**config.mk**
```make
export PLATFORM = sky130hd
export DESIGN_NAME = sess_ctrl
export DESIGN_NICKNAME = d
export VERILOG_FILES = /design/src/rtl/sess_ctrl_pkg.sv /design/src/rtl/sess_ctrl_dec.sv /design/src/rtl/sess_ctrl_loopbrk.sv /design/src/rtl/sess_ctrl.sv
export SDC_FILE = /design/constraint.sdc
export NUM_CORES = 1
export LEC_CHECK = 0
export ABC_AREA = 1
export CORE_AREA = 5 5 42 44
export DETAILED_ROUTE_END_ITERATION = 8
export DIE_AREA = 0 0 47 49
export GPL_ROUTABILITY_DRIVEN = 0
export HOLD_SLACK_MARGIN = 0.15
export REMOVE_ABC_BUFFERS = 1
export SYNTH_ARGS = -nofsm -noshare
export SYNTH_HDL_FRONTEND = slang
export SYNTH_HIERARCHICAL = 1
export SYNTH_SLANG_ARGS = --single-unit
```
**constraint.sdc**
```tcl
create_clock -name clk -period 0.8 [get_ports clk]
set_clock_uncertainty 0.1 [all_clocks]
set_input_delay 0.2 -clock clk [delete_from_list [all_inputs] [get_ports clk]]
set_output_delay 0.2 -clock clk [all_outputs]
set_load 0.01 [all_outputs]
```
**src/rtl/sess_ctrl_pkg.sv**
```systemverilog
package sess_ctrl_pkg;

    // Source that feeds the narrow feedback bus
    typedef enum logic {
        FB_FROM_LOOP = 1'b0,
        FB_FROM_PIN  = 1'b1
    } fb_src_e;

endpackage

```
**src/rtl/sess_ctrl_dec.sv**
```systemverilog
module sess_ctrl_dec #(
    parameter int NUM_MODS = 5,
    parameter int SEL_W    = $clog2(NUM_MODS + 1)
) (
    input  logic                test_en,
    input  logic [SEL_W-1:0]    code,
    output logic [NUM_MODS-1:0] xp_ctl
);

    localparam logic [SEL_W-1:0] ALLX_CODE = SEL_W'(NUM_MODS);

    logic all_xp;

    // The reserved code and every code above it make all modules transparent
    assign all_xp = (code >= ALLX_CODE);

    for (genvar g = 0; g < NUM_MODS; g++) begin : g_line
        assign xp_ctl[g] = test_en && (all_xp || (code != SEL_W'(g)));
    end

endmodule

```
**src/rtl/sess_ctrl_loopbrk.sv**
```systemverilog
module sess_ctrl_loopbrk
    import sess_ctrl_pkg::*;
(
    input  logic    test_en,
    output fb_src_e fb_src
);

    // Any active session cuts the loop and drives the bus from a pin
    always_comb begin
        fb_src = FB_FROM_LOOP;
        if (test_en) begin
            fb_src = FB_FROM_PIN;
        end
    end

endmodule

```
**src/rtl/sess_ctrl.sv**
```systemverilog
module sess_ctrl
    import sess_ctrl_pkg::*;
#(
    parameter int NUM_MODS = 5,
    parameter int SEL_W    = $clog2(NUM_MODS + 1)
) (
    input  logic                clk,
    input  logic                rst_n,
    input  logic                test_en_i,
    input  logic [SEL_W-1:0]    sess_code_i,
    output logic [NUM_MODS-1:0] xp_ctl_o,
    output logic                lb_pin_sel_o
);

    typedef struct packed {
        logic [NUM_MODS-1:0] xp;
        fb_src_e             fb;
    } ctl_t;

    localparam ctl_t CTL_RESET = '{xp: '0, fb: FB_FROM_LOOP};

    logic [NUM_MODS-1:0] dec_xp;
    fb_src_e             brk_src;
    ctl_t                ctl_d;
    ctl_t                ctl_q;

    sess_ctrl_dec #(
        .NUM_MODS (NUM_MODS),
        .SEL_W    (SEL_W)
    ) u_dec (
        .test_en (test_en_i),
        .code    (sess_code_i),
        .xp_ctl  (dec_xp)
    );

    sess_ctrl_loopbrk u_brk (
        .test_en (test_en_i),
        .fb_src  (brk_src)
    );

    always_comb begin
        ctl_d    = ctl_q;
        ctl_d.xp = dec_xp;
        ctl_d.fb = brk_src;
    end

    always_ff @(posedge clk or negedge rst_n) begin
        if (!rst_n) begin
            ctl_q <= CTL_RESET;
        end else begin
            ctl_q <= ctl_d;
        end
    end

    assign xp_ctl_o     = ctl_q.xp;
    assign lb_pin_sel_o = (ctl_q.fb == FB_FROM_PIN);

endmodule

```
==> results of run 1 <==
-- registers in the layout (all words and copies together) (netlist names) --
register      cells
lb_pin_sel_o      1
xp_ctl_o          5
-- Yosys cell counts, drive strengths merged --
cell type	instances	area share, %
inv	4	7.0
nor2	4	7.0
a21oi	3	7.0
nand2	2	3.5
buf	1	3.5
dfrtp	6	70
nand3	1	2.3
-- final cells by class --
type	count	area, um2	share of cell area (%)
multi-input cells	10	46.3	14.1
clock buffers	3	22.5	6.84
flip-flops and latches	6	150	45.6
well taps	16	20.0	6.08
repair buffers	11	75.1	22.8
inverters	4	15.0	4.56
-- cells in the final DEF (no fill, tap or decap) --
cell type        netlist  final
a21oi_1                3      2
a21oi_2                0      1
buf_2                  0      6
clkbuf_4               0      3
clkdlybuf4s50_1        0      1
dfrtp_1                6      6
dlygate4sd2_1          0      4
inv_1                  4      3
inv_2                  0      1
nand2_1                2      2
nand3_1                1      1
nor2_1                 4      4
-- metrics by stage --
stage	TNS, ns	power [uW]
floorplan	0	361
global placement	-3.59	435
detailed placement	-3.69	437
CTS	-1.39	688
global route	-1.47	709
finish	-1.31	675
-- timing repair --
| action | 4_1_cts | 5_1_grt |
|---|---|---|
| setup endpoints to repair | 11 | 6 |
| pin swaps | 1 | 0 |
| endpoints found under the hold margin | 7 | 7 |
| gates cloned | 0 | 0 |
| setup buffers | 0 | 0 |
| gates resized for setup | 30 | 0 |
-- cell families (layout without fill, tap and decap cells) --
family                 count (synthesis)  in the layout  synth area share (%)
AOI/OAI and AO/OA                      3              3                  6.97
buffers and inverters                  5             18                  10.5
DFF                                    6              6                  69.8
and+or+nand+nor                        7              7                  12.8
-- power by group --
part           switching [uW]  leakage (uW)  internal, uW  total [uW]
clock                    99.0     0.0000138           169         268
sequential               3.77     0.0000715           323         327
combinational            44.4     0.0000902          35.8        80.3
-- per-layer routing --
layer	GRT usage, %	part of all wire, %	wire length (um)	vias up
met5	0	0	0	-
met2	4.75	39	158	14
met3	0.738	18	74	4
li1	-	-	-	89
met4	9.68	8.8	36	0
met1	3.59	34	137	75
-- path summary, 6_finish.rpt --
path                                       start                      to  slack (ns)  depth (start not counted)
worst min-delay path                       rst_n   xp_ctl_o[2]$_DFF_PN0_        0.09                          1
max in group asynchronous                  rst_n   xp_ctl_o[3]$_DFF_PN0_        0.30                          1
min in group clk                       test_en_i  lb_pin_sel_o$_DFF_PN0_        0.15                          1
worst max-delay path       xp_ctl_o[0]$_DFF_PN0_             xp_ctl_o[0]       -0.23                          1
==> results.md, run 1 <==
- Via density: 3.64
- H-tree Lvls: 1
- Die X: 47 um
- Remaining DRCs: 0
- Drt wl/cell: 8.14 um
- Failing checks: negative setup slack
- Antenna-violating nets left: 0
- Clk buf depth: 2
- Period utilization: 129%
- Design Area, Final: 329 um2
- Max Clock Freq: 0.971 GHz
- Mapped cell area: 215 um2
- Seq/Total Area, Yosys: 69.8%
- Io pins: 12
- Port bufs: 11
- Distinct cells, synth: 7
- Layout area overhead: 52.9%
- Max cap viols: 0
- Via count: 182
- Drt initial violations: 1
- Yosys Warn Count: 6
- Final min period: 1.03 ns
- Ant. Diodes: 0
- Row cnt: 14
- Final std cells w/o fill: 50
- Global route overflow: 0
- Fin nets: 42
- Slew Limit Fails: 0
- Clock root buffer: clkbuf_4
- Setup WS pre-CTS: -0.347 ns
- Fin util: 23.5%
- Fillers: 164
- Worst slew pin tran: 0.253 ns
- Crit end category: primary output
- Die footprint: 0.00230 mm2
- Overall global routing resource usage: 4.25%
- CTS tree: done
- Post-Syn Instances: 21
- Cell-by-cell trace of the critical path: buf_2
- Result of the run: finished, violations left
- Crit path buffers/inverters: 1
- Vias in the first global route: 161
- CTS Buf Count: 3
- First-pass DRT Iterations: 2
- VDD IR max: 360 uV
- Worst slew margin: 83.1%
- First-pass GRT wire length: 572 um
- P per Cell Area: 2050 mW/mm2
- Largest net degree at the start of global routing: 7
- Crit-path max cell delay: 0.36 ns
- WP data required: 0.50 ns
- Hold slack: 0.0932 ns
- Share of layout cells above drive strength 1: 32.4%
- CP Max Fanout: 1
- PnR worst setup slack: -0.230 ns
- RSZ-0062 raised after global routing: true
- Family with the most delay on the worst path: flip-flops
- Clock Pin Slew Worst Setup and Hold Paths: 0.04 ns
- Seq cells post-synth: 6
- Avg Cell Area, Syn: 10.2 um2
- Fin. Hold Viols: 0
- Inst Count DP: 47
- Clk sinks: 6
- Crit path DAT: 0.73 ns
- Startpoint class of the critical path: flop
- DRT Wirelength: 407 um
- Initial core utilization: 15.4%
- Crit path max-delay cell type: dfrtp_1
- Placement Cell Area: 338 um2
- Leak: 0.000176 uW
- Worst Hold Class: primary input to async pin
- CORE AREA: 0.00140 mm2
- Die height: 49 um
- # setup viols final: 6
- Initial antenna violation count: 0
- WS Path Type: flop to primary output
Power figures use the tool's default switching activity.
==> run 2, diff against run 1 <==
- CTS_CLUSTER_DIAMETER: not set -> 150
- SLEW_MARGIN: not set -> 10
- clock period: 0.8 -> 0.85 ns (I/O delays scaled with it)
==> run 2 against run 1 <==
Compared with the run above: the flow still finishes with violations (negative setup slack); design area rose by 2.3%; wire length rose by 3.2%; power fell by 5.9%; first-iteration DRC count rose by 100%; flip-flop and latch count did not move.
==> results.md, run 2 (synthesized netlist as in run 1, its figures left out) <==
- Family with the most delay on the worst path: flip-flops
- Crit path DAT: 0.73 ns (about the same)
- WS Path Type: flop to primary output
- First-pass GRT wire length: 600 um (+4.9%)
- Crit path max-delay cell type: dfrtp_1
- PnR worst setup slack: -0.189 ns (+0.0408 ns)
- Overall global routing resource usage: 4.39% (+0.14 points)
- Initial antenna violation count: 0 (unchanged)
- Crit end category: primary output
- Cell-by-cell trace of the critical path: buf_2
- Period utilization: 122%
- Port bufs: 11 (unchanged)
- Crit path buffers/inverters: 1 (unchanged)
- Drt initial violations: 2 (+1)
- Clk buf depth: 2 (unchanged)
- Drt wl/cell: 8.40 um (+3.2%)
- Layout area overhead: 56.4%
- CTS Buf Count: 3 (unchanged)
- Final min period: 1.04 ns
- Leak: 0.000183 uW (+4.5%)
- Vias in the first global route: 152 (-5.6%)
- CTS tree: done
- # setup viols final: 6 (unchanged)
- CP Max Fanout: 1 (unchanged)
- Via count: 173 (-4.9%)
- Max Clock Freq: 0.963 GHz
- Io pins: 12 (unchanged)
- First-pass DRT Iterations: 2 (unchanged)
- Largest net degree at the start of global routing: 7 (unchanged)
- Setup crit start: xp_ctl_o[0]$_DFF_PN0_
- Remaining DRCs: 0 (unchanged)
- Die footprint: 0.00230 mm2 (unchanged)
- Startpoint class of the critical path: flop
- Clock root buffer: clkbuf_4
- Global route overflow: 0 (unchanged)
- Max FFs per register: 5 (unchanged)
- Commonest non-fill, non-tap cells in the layout: 6 x dfrtp_1, 6 x buf_2, 4 x nor2_1
- WP data required: 0.54 ns (+0.04 ns)
- Die X: 47 um (unchanged)
- Fin nets: 42 (unchanged)
- Failing checks: negative setup slack
- Initial core utilization: 15.4% (unchanged)
- Overall Power: 635 uW (-5.9%)
- Share of layout cells above drive strength 1: 35.3% (+2.9 points)
- CORE AREA: 0.00140 mm2 (unchanged)
- Total setup buffers inserted after CTS: 0 (unchanged)
- Clk sinks: 6 (unchanged)
- Fin util: 24.0% (+0.54 points)
- Fillers: 167 (+1.8%)
- Ant. Diodes: 0 (unchanged)
- Fin. Hold Viols: 0 (unchanged)
- RSZ-0062 raised after global routing: true
- P per Cell Area: 1890 mW/mm2 (-8.0%)
- Worst slew margin: 83.6% (+0.45 points)
- Crit-path max cell delay: 0.36 ns (about the same)
- H-tree Lvls: 1 (unchanged)
- Via density: 3.46 (-4.9%)
- CP Depth: 1 (unchanged)
- DRT Wirelength: 420 um (+3.2%)
- VDD IR max: 327 uV (-9.3%)
- Antenna-violating nets left: 0 (unchanged)
- Result of the run: finished, violations left
- Worst Hold Class: primary input to flop
- Max cap viols: 0 (unchanged)
- Hold slack: 0.0581 ns (-0.0350 ns)
- Slew Limit Fails: 0 (unchanged)
- Worst slew pin tran: 0.246 ns (-0.00674 ns)
- Row cnt: 14 (unchanged)
- Die height: 49 um (unchanged)
- Clock Pin Slew Worst Setup and Hold Paths: 0.04 ns (about the same)
- Critical Path End: xp_ctl_o[0]
[run 2: cell count changes in the layout (fill, tap and decap cells not counted)]
cell	previous run	this run
a21oi_1	2	1
a21oi_2	1	2
dlygate4sd2_1	4	3
dlymetal6s2s_1	0	1
[run 2: worst min path at each step]
stage               slack (ns)  cells past startpoint  startpoint                endpoint
detailed placement        0.36                      1       rst_n   xp_ctl_o[3]$_DFF_PN0_
finish                    0.06                      1   test_en_i  lb_pin_sel_o$_DFF_PN0_
floorplan                -0.18                      0       rst_n  lb_pin_sel_o$_DFF_PN0_
CTS                       0.11                      1       rst_n   xp_ctl_o[2]$_DFF_PN0_
global placement          0.36                      1       rst_n   xp_ctl_o[1]$_DFF_PN0_
global route              0.06                      1   test_en_i  lb_pin_sel_o$_DFF_PN0_
[run 2: final cells by class]
cell class / count / area [um2] / share of cell area [%]
sequential: 6 / 150 / 44.6
timing repair buffer: 11 / 78.8 / 23.4
multi-input combinational: 10 / 50.0 / 14.9
clock buffer: 3 / 22.5 / 6.69
tap: 16 / 20.0 / 5.95
inverter: 4 / 15.0 / 4.46
[run 2: report_power, final]
group	switching (uW)	internal, uW
Sequential	3.35	304
Clock	90.1	159
Combinational	43.4	35.4
Total	137	498
[run 2: stage by stage]
step           setup TNS [ns]  area (um2)  cells  setup WS, ns
3_5_place_dp            -3.25         338     47        -0.309
4_1_cts                 -1.15         330     50        -0.208
5_1_grt                 -1.23         337     50        -0.222
6_report                -1.07         337     50        -0.189
3_3_place_gp            -3.14         338     47        -0.297
2_1_floorplan               0         208     20         0.162
[run 2: per-layer routing]
layer	GRT usage, %	up-vias	part of all wire [%]
li1	-	88	-
met1	4.03	71	37
met2	4.75	12	42
met3	0.738	2	16
met4	9.68	0	4.5
met5	0	-	0
[run 2: what timing repair did]
item | CTS | global route
resized for setup | 29 | 2
pin swaps | 1 | 0
endpoints found under the hold margin | 6 | 7
endpoints found under the setup margin | 10 | 8
==> run 3, diff against run 2 <==
--- a/constraint.sdc
+++ b/constraint.sdc
@@ -4,2 +4,2 @@
 set_output_delay 0.2125 -clock clk [all_outputs]
-set_load 0.01 [all_outputs]
+set_load 0.02 [all_outputs]
==> run 3 against run 2 <==
Compared with the run above: the run still ends with negative setup slack left; sequential share of layout area is 4.1 points lower; sequential power rose by 2%; die area stayed put; critical path type unchanged.
==> results.md, run 3 (synthesized netlist as in run 1, its figures left out) <==
- Worst slew pin tran: 0.248 ns (+0.00200 ns)
- Crit end category: primary output
- Port bufs: 11 (unchanged)
- Setup crit start: xp_ctl_o[0]$_DFF_PN0_
- Total setup buffers inserted after CTS: 0 (unchanged)
- Crit path DAT: 0.74 ns (about the same)
- Via count: 170 (-1.7%)
- Crit path buffers/inverters: 1 (unchanged)
- Commonest non-fill, non-tap cells in the layout: 6 x dfrtp_1, 6 x buf_6, 4 x nor2_1
- PnR worst setup slack: -0.199 ns (-0.00985 ns)
- P per Cell Area: 1820 mW/mm2 (-3.4%)
- Combinational Power Share: 16.6% (+4.2 points)
- Drt wl/cell: 8.54 um (+1.7%)
- Met2 wire len: 175 um (-1.7%)
- Pint: 519 uW (+4.1%)
- Worst Hold Class: primary input to flop
- Slew Limit Fails: 0 (unchanged)
- Max FFs per register: 5 (unchanged)
- WS Path Type: flop to primary output
- CP Max Fanout: 1 (unchanged)
- Max cap viols: 0 (unchanged)
- Ant. Diodes: 0 (unchanged)
- WP data required: 0.54 ns (about the same)
- Placement Cell Area: 338 um2 (unchanged)
- CTS tree: done
- P_sw: 157 uW (+14%)
- Overall global routing resource usage: 4.68% (+0.29 points)
- Initial antenna violation count: 0 (unchanged)
- DRT Wirelength: 427 um (+1.7%)
- First-pass DRT Iterations: 1 (-1)
- Initial core utilization: 15.4% (unchanged)
- Met1 WL: 173 um (+12%)
- Drt initial violations: 0 (-2)
- Worst slew margin: 83.4% (-0.13 points)
- Remaining DRCs: 0 (unchanged)
- Sw Share: 23.2% (+1.6 points)
- Clock root buffer: clkbuf_4
- Global route overflow: 0 (unchanged)
- Layout area overhead: 72.1%
- Vias in the first global route: 186 (+22%)
- VDD IR max: 357 uV (+9.2%)
- Die height: 49 um (unchanged)
- Fin. Hold Viols: 0 (unchanged)
- Hold_sp: test_en_i
- Startpoint class of the critical path: flop
- Clk buf depth: 2 (unchanged)
- # setup viols final: 6 (unchanged)
- Clk sinks: 6 (unchanged)
- CORE AREA: 0.00140 mm2 (unchanged)
- Via density: 3.40 (-1.7%)
- Largest net degree at the start of global routing: 7 (unchanged)
- Cell-by-cell trace of the critical path: buf_6
- Die X: 47 um (unchanged)
- Met3 WL: 57 um (-16%)
- Period utilization: 123% (+1.2 points)
- Family with the most delay on the worst path: flip-flops
- CTS Buf Count: 3 (unchanged)
- Crit path max-delay cell type: dfrtp_1
- Antenna-violating nets left: 0 (unchanged)
- Io pins: 12 (unchanged)
- DR top layer: met4
- Fillers: 162 (-3.0%)
- H-tree Lvls: 1 (unchanged)
- Row cnt: 14 (unchanged)
- Final min period: 1.05 ns (+0.00985 ns)
- Failing checks: negative setup slack
- Fin nets: 42 (unchanged)
- Crit-path max cell delay: 0.37 ns (about the same)
- Overall Power: 675 uW (+6.3%)
- Part of the power in registers: 46.2% (-2.2 points)
- Design Area, Final: 370 um2 (+10%)
- Leak: 0.000195 uW (+6.3%)
- Clock Pin Slew Worst Setup and Hold Paths: 0.04 ns (about the same)
- Die footprint: 0.00230 mm2 (unchanged)
- First-pass GRT wire length: 683 um (+14%)
- Result of the run: finished, violations left
- Setup WS pre-CTS: -0.377 ns (-0.0677 ns)
- Share of layout cells above drive strength 1: 32.4% (-2.9 points)
- RSZ-0062 raised after global routing: true
- Clock power frac: 37.3% (-1.9 points)
- Max Clock Freq: 0.954 GHz (-0.94%)
[run 3: cell counts in the layout (fill, tap and decap cells not counted)]
No cell type changed its count.
[run 3: what timing repair did]
action	CTS	global route
gates resized for setup	41	1
hold endpoints to repair	6	7
endpoints found under the setup margin	11	10
[run 3: final cells by class]
cell class	count	area, um2	area share [%]
Inverter	4	15.0	4.05
Sequential cell	6	150	40.5
Timing Repair Buffer	11	116	31.4
Clock buffer	3	22.5	6.08
Multi-Input combinational cell	10	46.3	12.5
Tap cell	16	20.0	5.41
[run 3: power by group through the flow]
stage	registers, uW	clock network (uW)	logic (uW)
6_report	312	252	112
5_1_grt	314	271	122
4_1_cts	312	262	114
2_1_floorplan	336	0	17.0
3_3_place_gp	312	0	111
3_5_place_dp	313	0	113
[run 3: stage by stage]
step	hold slack [ns]	utilization (%)	TNS, ns	instances
6_report	0.0580	26.4	-1.16	50
5_1_grt	0.0675	26.4	-1.30	50
4_1_cts	0.106	26.3	-1.23	50
3_5_place_dp	0.363	24.1	-3.65	47
3_3_place_gp	0.358	24.1	-3.54	47
2_1_floorplan	-0.183	-	0	20
[run 3: final timing paths]
kind                                           to  cells past startpoint
max                                   xp_ctl_o[0]                      1
max in group asynchronous   xp_ctl_o[0]$_DFF_PN0_                      1
min in group asynchronous   xp_ctl_o[4]$_DFF_PN0_                      1
min                        lb_pin_sel_o$_DFF_PN0_                      1
[run 3: per-layer routing]
metal	GRT usage, %	up-vias
li1	-	89
met1	5.16	67
met2	4.98	12
met3	0	2
met4	9.68	0
met5	0	-
